$ cat config.mk
export PLATFORM = sky130hd
export DESIGN_NAME = pwt_translator
export DESIGN_NICKNAME = d
export VERILOG_FILES = /design/src/rtl/pwt_pkg.sv /design/src/rtl/pwt_regfile.sv /design/src/rtl/pwt_window_match.sv /design/src/rtl/pwt_priority.sv /design/src/rtl/pwt_translator.sv
export SDC_FILE = /design/constraint.sdc
export NUM_CORES = 1
export LEC_CHECK = 0
export BUFFER_PORTS_ARGS = -buffer_cell sky130_fd_sc_hd__buf_2
export CAP_MARGIN = 25
export CORE_MARGIN = 1
export CORE_UTILIZATION = 45
export CTS_CLUSTER_SIZE = 25
export DETAILED_ROUTE_END_ITERATION = 10
export HOLD_SLACK_MARGIN = 0.12
export PLACE_DENSITY = 0.67
export RECOVER_POWER = 100
export SLEW_MARGIN = 25
export SYNTH_ARGS = -nofsm -noshare
export SYNTH_HDL_FRONTEND = slang
export SYNTH_SLANG_ARGS = --single-unit
$ cat constraint.sdc
create_clock -name clk -period 2.8 [get_ports clk]
set_clock_uncertainty 0.05 [all_clocks]
set_input_delay 0.14 -clock clk [delete_from_list [all_inputs] [get_ports clk]]
set_output_delay 0.14 -clock clk [all_outputs]
set_load 0.01 [all_outputs]
$ cat src/rtl/pwt_pkg.sv
package pwt_pkg;
    localparam int ADDR_W        = 32;
    localparam int PAGE_LSB      = 20;
    localparam int PAGE_W        = ADDR_W - PAGE_LSB;
    localparam int SIZE_W        = 4;
    localparam int MAX_SIZE_CODE = 11;
    localparam int TYPE_W        = 3;

    // register field positions
    localparam int SZ_LSB  = 4;
    localparam int PF_BIT  = 1;
    localparam int EN_BIT  = 0;
    localparam int TY_LSB  = 1;
    localparam int ADL_BIT = 0;

    localparam logic [TYPE_W-1:0] CYC_NONE = 3'b000;
    localparam logic [TYPE_W-1:0] CYC_IO   = 3'b001;
    localparam logic [TYPE_W-1:0] CYC_MEM  = 3'b011;
    localparam logic [TYPE_W-1:0] CYC_CFG  = 3'b101;
    localparam logic [TYPE_W-1:0] CYC_MSG  = 3'b110;

    typedef struct packed {
        logic [PAGE_W-1:0] addr;
        logic [SIZE_W-1:0] size;
        logic              pref;
        logic              en;
    } base_t;

    typedef struct packed {
        logic [PAGE_W-1:0] addr;
        logic [TYPE_W-1:0] ctype;
        logic              adlow;
    } map_t;
endpackage

$ cat src/rtl/pwt_regfile.sv
module pwt_regfile
    import pwt_pkg::*;
#(
    parameter  int NUM_WIN = 3,
    localparam int WIN_W   = (NUM_WIN > 1) ? $clog2(NUM_WIN) : 1
) (
    input  logic                      clk,
    input  logic                      rst_n,
    input  logic                      wr_en,
    input  logic [WIN_W:0]            wr_sel,
    input  logic [ADDR_W-1:0]         wr_data,
    output base_t [NUM_WIN-1:0]       bases_o,
    output map_t  [NUM_WIN-1:0]       maps_o
);
    localparam int IO_ONLY_WIN = NUM_WIN - 1;

    typedef struct packed {
        base_t [NUM_WIN-1:0] base;
        map_t  [NUM_WIN-1:0] map;
    } regs_t;

    regs_t regs_d, regs_q;
    logic  [TYPE_W-1:0] wr_type;
    logic  unused_bits;

    assign wr_type     = wr_data[TY_LSB +: TYPE_W];
    assign unused_bits = ^wr_data[PAGE_LSB-1:8];

    always_comb begin
        regs_d = regs_q;
        for (int w = 0; w < NUM_WIN; w++) begin
            if (wr_en && (wr_sel[WIN_W:1] == WIN_W'(w))) begin
                if (wr_sel[0]) begin
                    regs_d.map[w].addr  = wr_data[ADDR_W-1:PAGE_LSB];
                    regs_d.map[w].adlow = wr_data[ADL_BIT];
                    if ((w == IO_ONLY_WIN) && (wr_type != CYC_IO) && (wr_type != CYC_MSG))
                        regs_d.map[w].ctype = CYC_IO;
                    else
                        regs_d.map[w].ctype = wr_type;
                end else begin
                    regs_d.base[w].addr = wr_data[ADDR_W-1:PAGE_LSB];
                    regs_d.base[w].size = wr_data[SZ_LSB +: SIZE_W];
                    regs_d.base[w].pref = wr_data[PF_BIT];
                    regs_d.base[w].en   = wr_data[EN_BIT];
                end
            end
        end
    end

    always_ff @(posedge clk) begin
        if (!rst_n) regs_q <= '0;
        else        regs_q <= regs_d;
    end

    assign bases_o = regs_q.base;
    assign maps_o  = regs_q.map;
endmodule

$ cat src/rtl/pwt_window_match.sv
module pwt_window_match
    import pwt_pkg::*;
(
    input  logic [PAGE_W-1:0] base_addr,
    input  logic [SIZE_W-1:0] size,
    input  logic              en,
    input  logic [PAGE_W-1:0] map_addr,
    input  logic              adlow,
    input  logic [ADDR_W-1:0] laddr,
    output logic              hit,
    output logic [ADDR_W-1:0] xaddr
);
    logic [PAGE_W-1:0] keep;   // page bits compared/substituted
    logic [PAGE_W-1:0] lpage;
    logic              legal;

    assign lpage = laddr[ADDR_W-1:PAGE_LSB];
    assign legal = (int'(size) <= MAX_SIZE_CODE);
    assign keep  = {PAGE_W{1'b1}} << size;
    assign hit   = en && legal && (((lpage ^ base_addr) & keep) == '0);
    assign xaddr = {(map_addr & keep) | (lpage & ~keep),
                    laddr[PAGE_LSB-1:2],
                    adlow ? laddr[1:0] : 2'b00};
endmodule

$ cat src/rtl/pwt_priority.sv
module pwt_priority #(
    parameter  int NUM_WIN = 3,
    localparam int WIN_W   = (NUM_WIN > 1) ? $clog2(NUM_WIN) : 1
) (
    input  logic [NUM_WIN-1:0] hit_i,
    output logic [NUM_WIN-1:0] grant_o,
    output logic [WIN_W-1:0]   idx_o,
    output logic               any_o
);
    logic seen;

    always_comb begin
        seen    = 1'b0;
        grant_o = '0;
        idx_o   = '0;
        for (int i = 0; i < NUM_WIN; i++) begin
            if (hit_i[i] && !seen) begin
                grant_o[i] = 1'b1;
                idx_o      = WIN_W'(i);
                seen       = 1'b1;
            end
        end
        any_o = seen;
    end
endmodule

$ cat src/rtl/pwt_translator.sv
module pwt_translator
    import pwt_pkg::*;
#(
    parameter  int NUM_WIN = 3,
    localparam int WIN_W   = (NUM_WIN > 1) ? $clog2(NUM_WIN) : 1
) (
    input  logic              clk,
    input  logic              rst_n,
    input  logic              wr_en,
    input  logic [WIN_W:0]    wr_sel,
    input  logic [ADDR_W-1:0] wr_data,
    input  logic              acc_valid,
    input  logic [ADDR_W-1:0] acc_addr,
    output logic              out_valid,
    output logic              out_hit,
    output logic [WIN_W-1:0]  out_win,
    output logic [ADDR_W-1:0] out_addr,
    output logic [TYPE_W-1:0] out_type,
    output logic              out_prefetch
);
    typedef struct packed {
        logic              valid;
        logic              hit;
        logic [WIN_W-1:0]  win;
        logic [ADDR_W-1:0] addr;
        logic [TYPE_W-1:0] ctype;
        logic              pref;
    } res_t;

    base_t [NUM_WIN-1:0] bases;
    map_t  [NUM_WIN-1:0] maps;
    logic  [NUM_WIN-1:0] hits;
    logic  [NUM_WIN-1:0] grant;
    logic  [ADDR_W-1:0]  xaddr [NUM_WIN];
    logic  [WIN_W-1:0]   sel_idx;
    logic                any_hit;
    res_t                res_d, res_q;

    pwt_regfile #(.NUM_WIN(NUM_WIN)) u_regs (
        .clk     (clk),
        .rst_n   (rst_n),
        .wr_en   (wr_en),
        .wr_sel  (wr_sel),
        .wr_data (wr_data),
        .bases_o (bases),
        .maps_o  (maps)
    );

    for (genvar g = 0; g < NUM_WIN; g++) begin : g_win
        pwt_window_match u_match (
            .base_addr (bases[g].addr),
            .size      (bases[g].size),
            .en        (bases[g].en),
            .map_addr  (maps[g].addr),
            .adlow     (maps[g].adlow),
            .laddr     (acc_addr),
            .hit       (hits[g]),
            .xaddr     (xaddr[g])
        );
    end

    pwt_priority #(.NUM_WIN(NUM_WIN)) u_prio (
        .hit_i   (hits),
        .grant_o (grant),
        .idx_o   (sel_idx),
        .any_o   (any_hit)
    );

    always_comb begin
        res_d       = '0;
        res_d.valid = acc_valid;
        if (acc_valid && any_hit) begin
            res_d.hit = 1'b1;
            res_d.win = sel_idx;
            for (int w = 0; w < NUM_WIN; w++) begin
                if (grant[w]) begin
                    res_d.addr  = xaddr[w];
                    res_d.ctype = maps[w].ctype;
                    res_d.pref  = bases[w].pref;
                end
            end
        end
    end

    always_ff @(posedge clk) begin
        if (!rst_n) res_q <= '0;
        else        res_q <= res_d;
    end

    assign out_valid    = res_q.valid;
    assign out_hit      = res_q.hit;
    assign out_win      = res_q.win;
    assign out_addr     = res_q.addr;
    assign out_type     = res_q.ctype;
    assign out_prefetch = res_q.pref;
endmodule

==> key figures <==
Global routing
  • Initial antenna violation count: 0
  • Largest net degree at the start of global routing: between 100 and 150
  • GR Util All Layers: 0.286
  • First-pass GRT wire length: ~31,000 µm
  • Vias in the first global route: ~5,700
  • Grt ovf: 0

Clock network
  • CTS buffer count: 17
  • CTS resizes: 0
  • TritonCTS clock tree: done
  • CTS Buffer Depth: 2
  • Clk Latency, worst-skew pair: about 440 ps
  • CTS sink cnt: 142
  • CTS H-tree depth: 4
  • Root Buffer: clkbuf_16
  • Clock Pin Slew Worst Setup and Hold Paths: 60 ps

Pwr
  • Worst VDD drop: approximately 0.37 mV
  • P_leak: between 3 and 4 nW
  • Pwr Total: roughly 4.6 mW
  • Pwr dens: ~580 nW/µm²

Floorplan
  • Full die area: between 10,000 and 15,000 µm²
  • IO Pins: around 110
  • Row count: 43
  • Initial Utilization: 0.463
  • Die span in x: 121 µm
  • Core area: 13,900 µm²
  • Die height: 121 µm

Synth
  • Main synth FF type: dfxtp_1
  • Post-Syn Instances: around 750
  • Yosys reg bits: 142
  • Post-synth cell types: 58
  • Mean Syn Cell Area: 8.62 µm²
  • Number of synthesized flops with an enable pin: 0
  • Ys async rst share: 0
  • Register area share after synthesis: 0.443
  • Synth warn: 0
  • Synthesized cell area: roughly 6400 µm²
  • Syn nets: approximately 820

Setup path
  • Crit end category: register
  • Bufs and invs on worst path: 1
  • Critical Path Source Type: register
  • WP data arrival: 2940 ps
  • Max stage delay on crit path: roughly 730 ps
  • Cell family with most CP delay: compound AO/OA/AOI/OAI gates
  • CP Class: register to register
  • Worst Path Required: between 3000 and 4000 ps
  • CP max FO: 15
  • Slowest stage cell, crit path: dfxtp_1
  • Cell Chain, Critical Path: o31a_1 > o32ai_1 > a2111o_1 > or2_1 > nand3_1 > clkbuf_2 > o211ai_1

Timing
  • Fmax: about 370 MHz
  • # setup viols final: 0
  • Post-route worst setup slack: a little over 100 ps
  • Unrepaired setup endpoints after global routing: false
  • Max Slew Vio Count: between 100 and 150
  • Final period util: 0.964
  • Fin Setup TNS: 0 ps
  • Max transition margin: -0.126
  • Worst slew pin tran: 1690 ps
  • Hold slack final: roughly 150 ps
  • Final Hold Viols: 0
  • Fin crit period: between 2000 and 3000 ps

Drt
  • Via count: just under 6,000
  • DR iter-0 viols: about 380
  • Via-to-Cell Ratio: about 5.5
  • Routed Antenna Nets: 0
  • Final WL: 20,400 µm
  • DRC Markers: 0
  • Wirelength per Cell: about 19 µm
  • Pre-antenna DRT Iters: 5

Place
  • Area after DPL: about 7000 µm²
  • IO buf count: 98
  • Placer Congestion: between 0.9 and 1
  • Dpl cells: a little under 1,000
  • Post-place setup slack: ~140 ps
  • Detailed placer's ending HPWL: ~13,000 µm

Finish
  • Cell area after layout: around 8000 µm²
  • Finished Core Util: 0.575
  • Commonest non-fill, non-tap cells in the layout: nand2_1, dfxtp_1, a21boi_0, buf_2, dlygate4sd3_1
  • Most common cell after layout, fill and taps aside: nand2_1
  • Fin cells: between 1,000 and 1,500
  • Fill cells: roughly 1,300
  • Share of cells above drive strength 1: 0.146
  • Final nets: 943
  • N_diodes: 0
  • Syn-to-layout area delta: 24.2%

Run
  • Max-Cap Viols: 1

Status
  • Outcome: finished with violations
  • Failing checks: max-capacitance violations, max-slew violations

Hold path
  • Type of the worst min-delay path: input port to register
final timing paths:
kind | from | end | slack (ps) | cells past startpoint
worst min-delay path | acc_addr[21] | out_addr[21] | 150 | 3
worst max-delay path | u_regs.bases_o[5] | out_addr[20] | 100 | 7
worst min register to register | u_regs.maps_o[19] | u_regs.maps_o[19] | 410 | 2
worst max register to register | u_regs.bases_o[5] | out_addr[20] | 100 | 7
metal layers:
| layer | global-route usage | vias to the layer above | wire, µm |
|---|---|---|---|
| met5 | 0 | - | 0 |
| met2 | 0.470 | 246 | 9630 |
| met4 | 0.123 | 0 | 512 |
| li1 | - | 2754 | - |
| met3 | 0.0634 | 40 | 1430 |
| met1 | 0.358 | 2820 | 8820 |
synthesized netlist by cell type, drive strengths merged, types with 3 or more instances:
cell type    n  area (µm²)
nand2      228         856
dfxtp      142        2840
a21boi     103         773
clkbuf      41         154
xor2        25         219
mux2i       23         230
and2        21         131
buf         16        96.3
mux2        13         146
o221ai      13         151
inv         12        45.0
a21oi       11        55.1
xnor2       11        96.3
nor2         9        33.8
o21ai        9        45.0
nand3        6        35.0
a31oi        4        46.3
nor2b        4        25.0
nor3         4        25.0
o211ai       4        40.0
or2          4        25.0
a211oi       3        22.5
a22oi        3        22.5
nand2b       3        18.8
nand4        3        18.8
nand4b       3        26.3
nor4         3        18.8
worst min-delay path: cells and delay by family:
kind	cells	cell delay (ps)
buf+inv	1	170
compound gates	1	160
mux	1	110
sequential cells by signal, indices dropped and copies added, names as in the netlist:
| register | cells |
|---|---|
| out_addr | 32 |
| out_hit | 1 |
| out_prefetch | 1 |
| out_type | 3 |
| out_valid | 1 |
| out_win | 2 |
| u_regs.bases_o | 54 |
| u_regs.maps_o | 48 |
cells by family after synthesis:
logic type | Yosys count | synth area share
AOI/OAI and AO/OA | 169 | 0.207
xor gates and xnor gates | 36 | 0.0491
buffers and inverters | 69 | 0.0460
DFF | 142 | 0.443
muxes | 36 | 0.0586
and+or+nand+nor | 293 | 0.197
cell type report:
class / instances / area [µm²] / area share
Multi-Input combinational cell: 534 / 3240 / 0.406
Sequential cell: 142 / 2840 / 0.356
Timing Repair Buffer: 165 / 1070 / 0.134
Clock buffer: 19 / 433 / 0.0543
Tap cell: 180 / 225 / 0.0282
Clock inverter: 13 / 118 / 0.0147
Inverter: 12 / 45.0 / 0.00565
where the power goes:
part           internal [mW]  switching [mW]  total, mW  leakage, nW
registers               2.05          0.0286       2.08         1.15
logic                  0.169           0.196      0.364         1.60
clock network           1.22           0.926       2.15        0.256
total                   3.44            1.15       4.59         3.01
timing repair:
action                    in CTS  in global routing
hold buffers                  49                  0
buffers inserted               0                  0
hold endpoints to repair     131                  0
(Power assumes the default switching activity.)
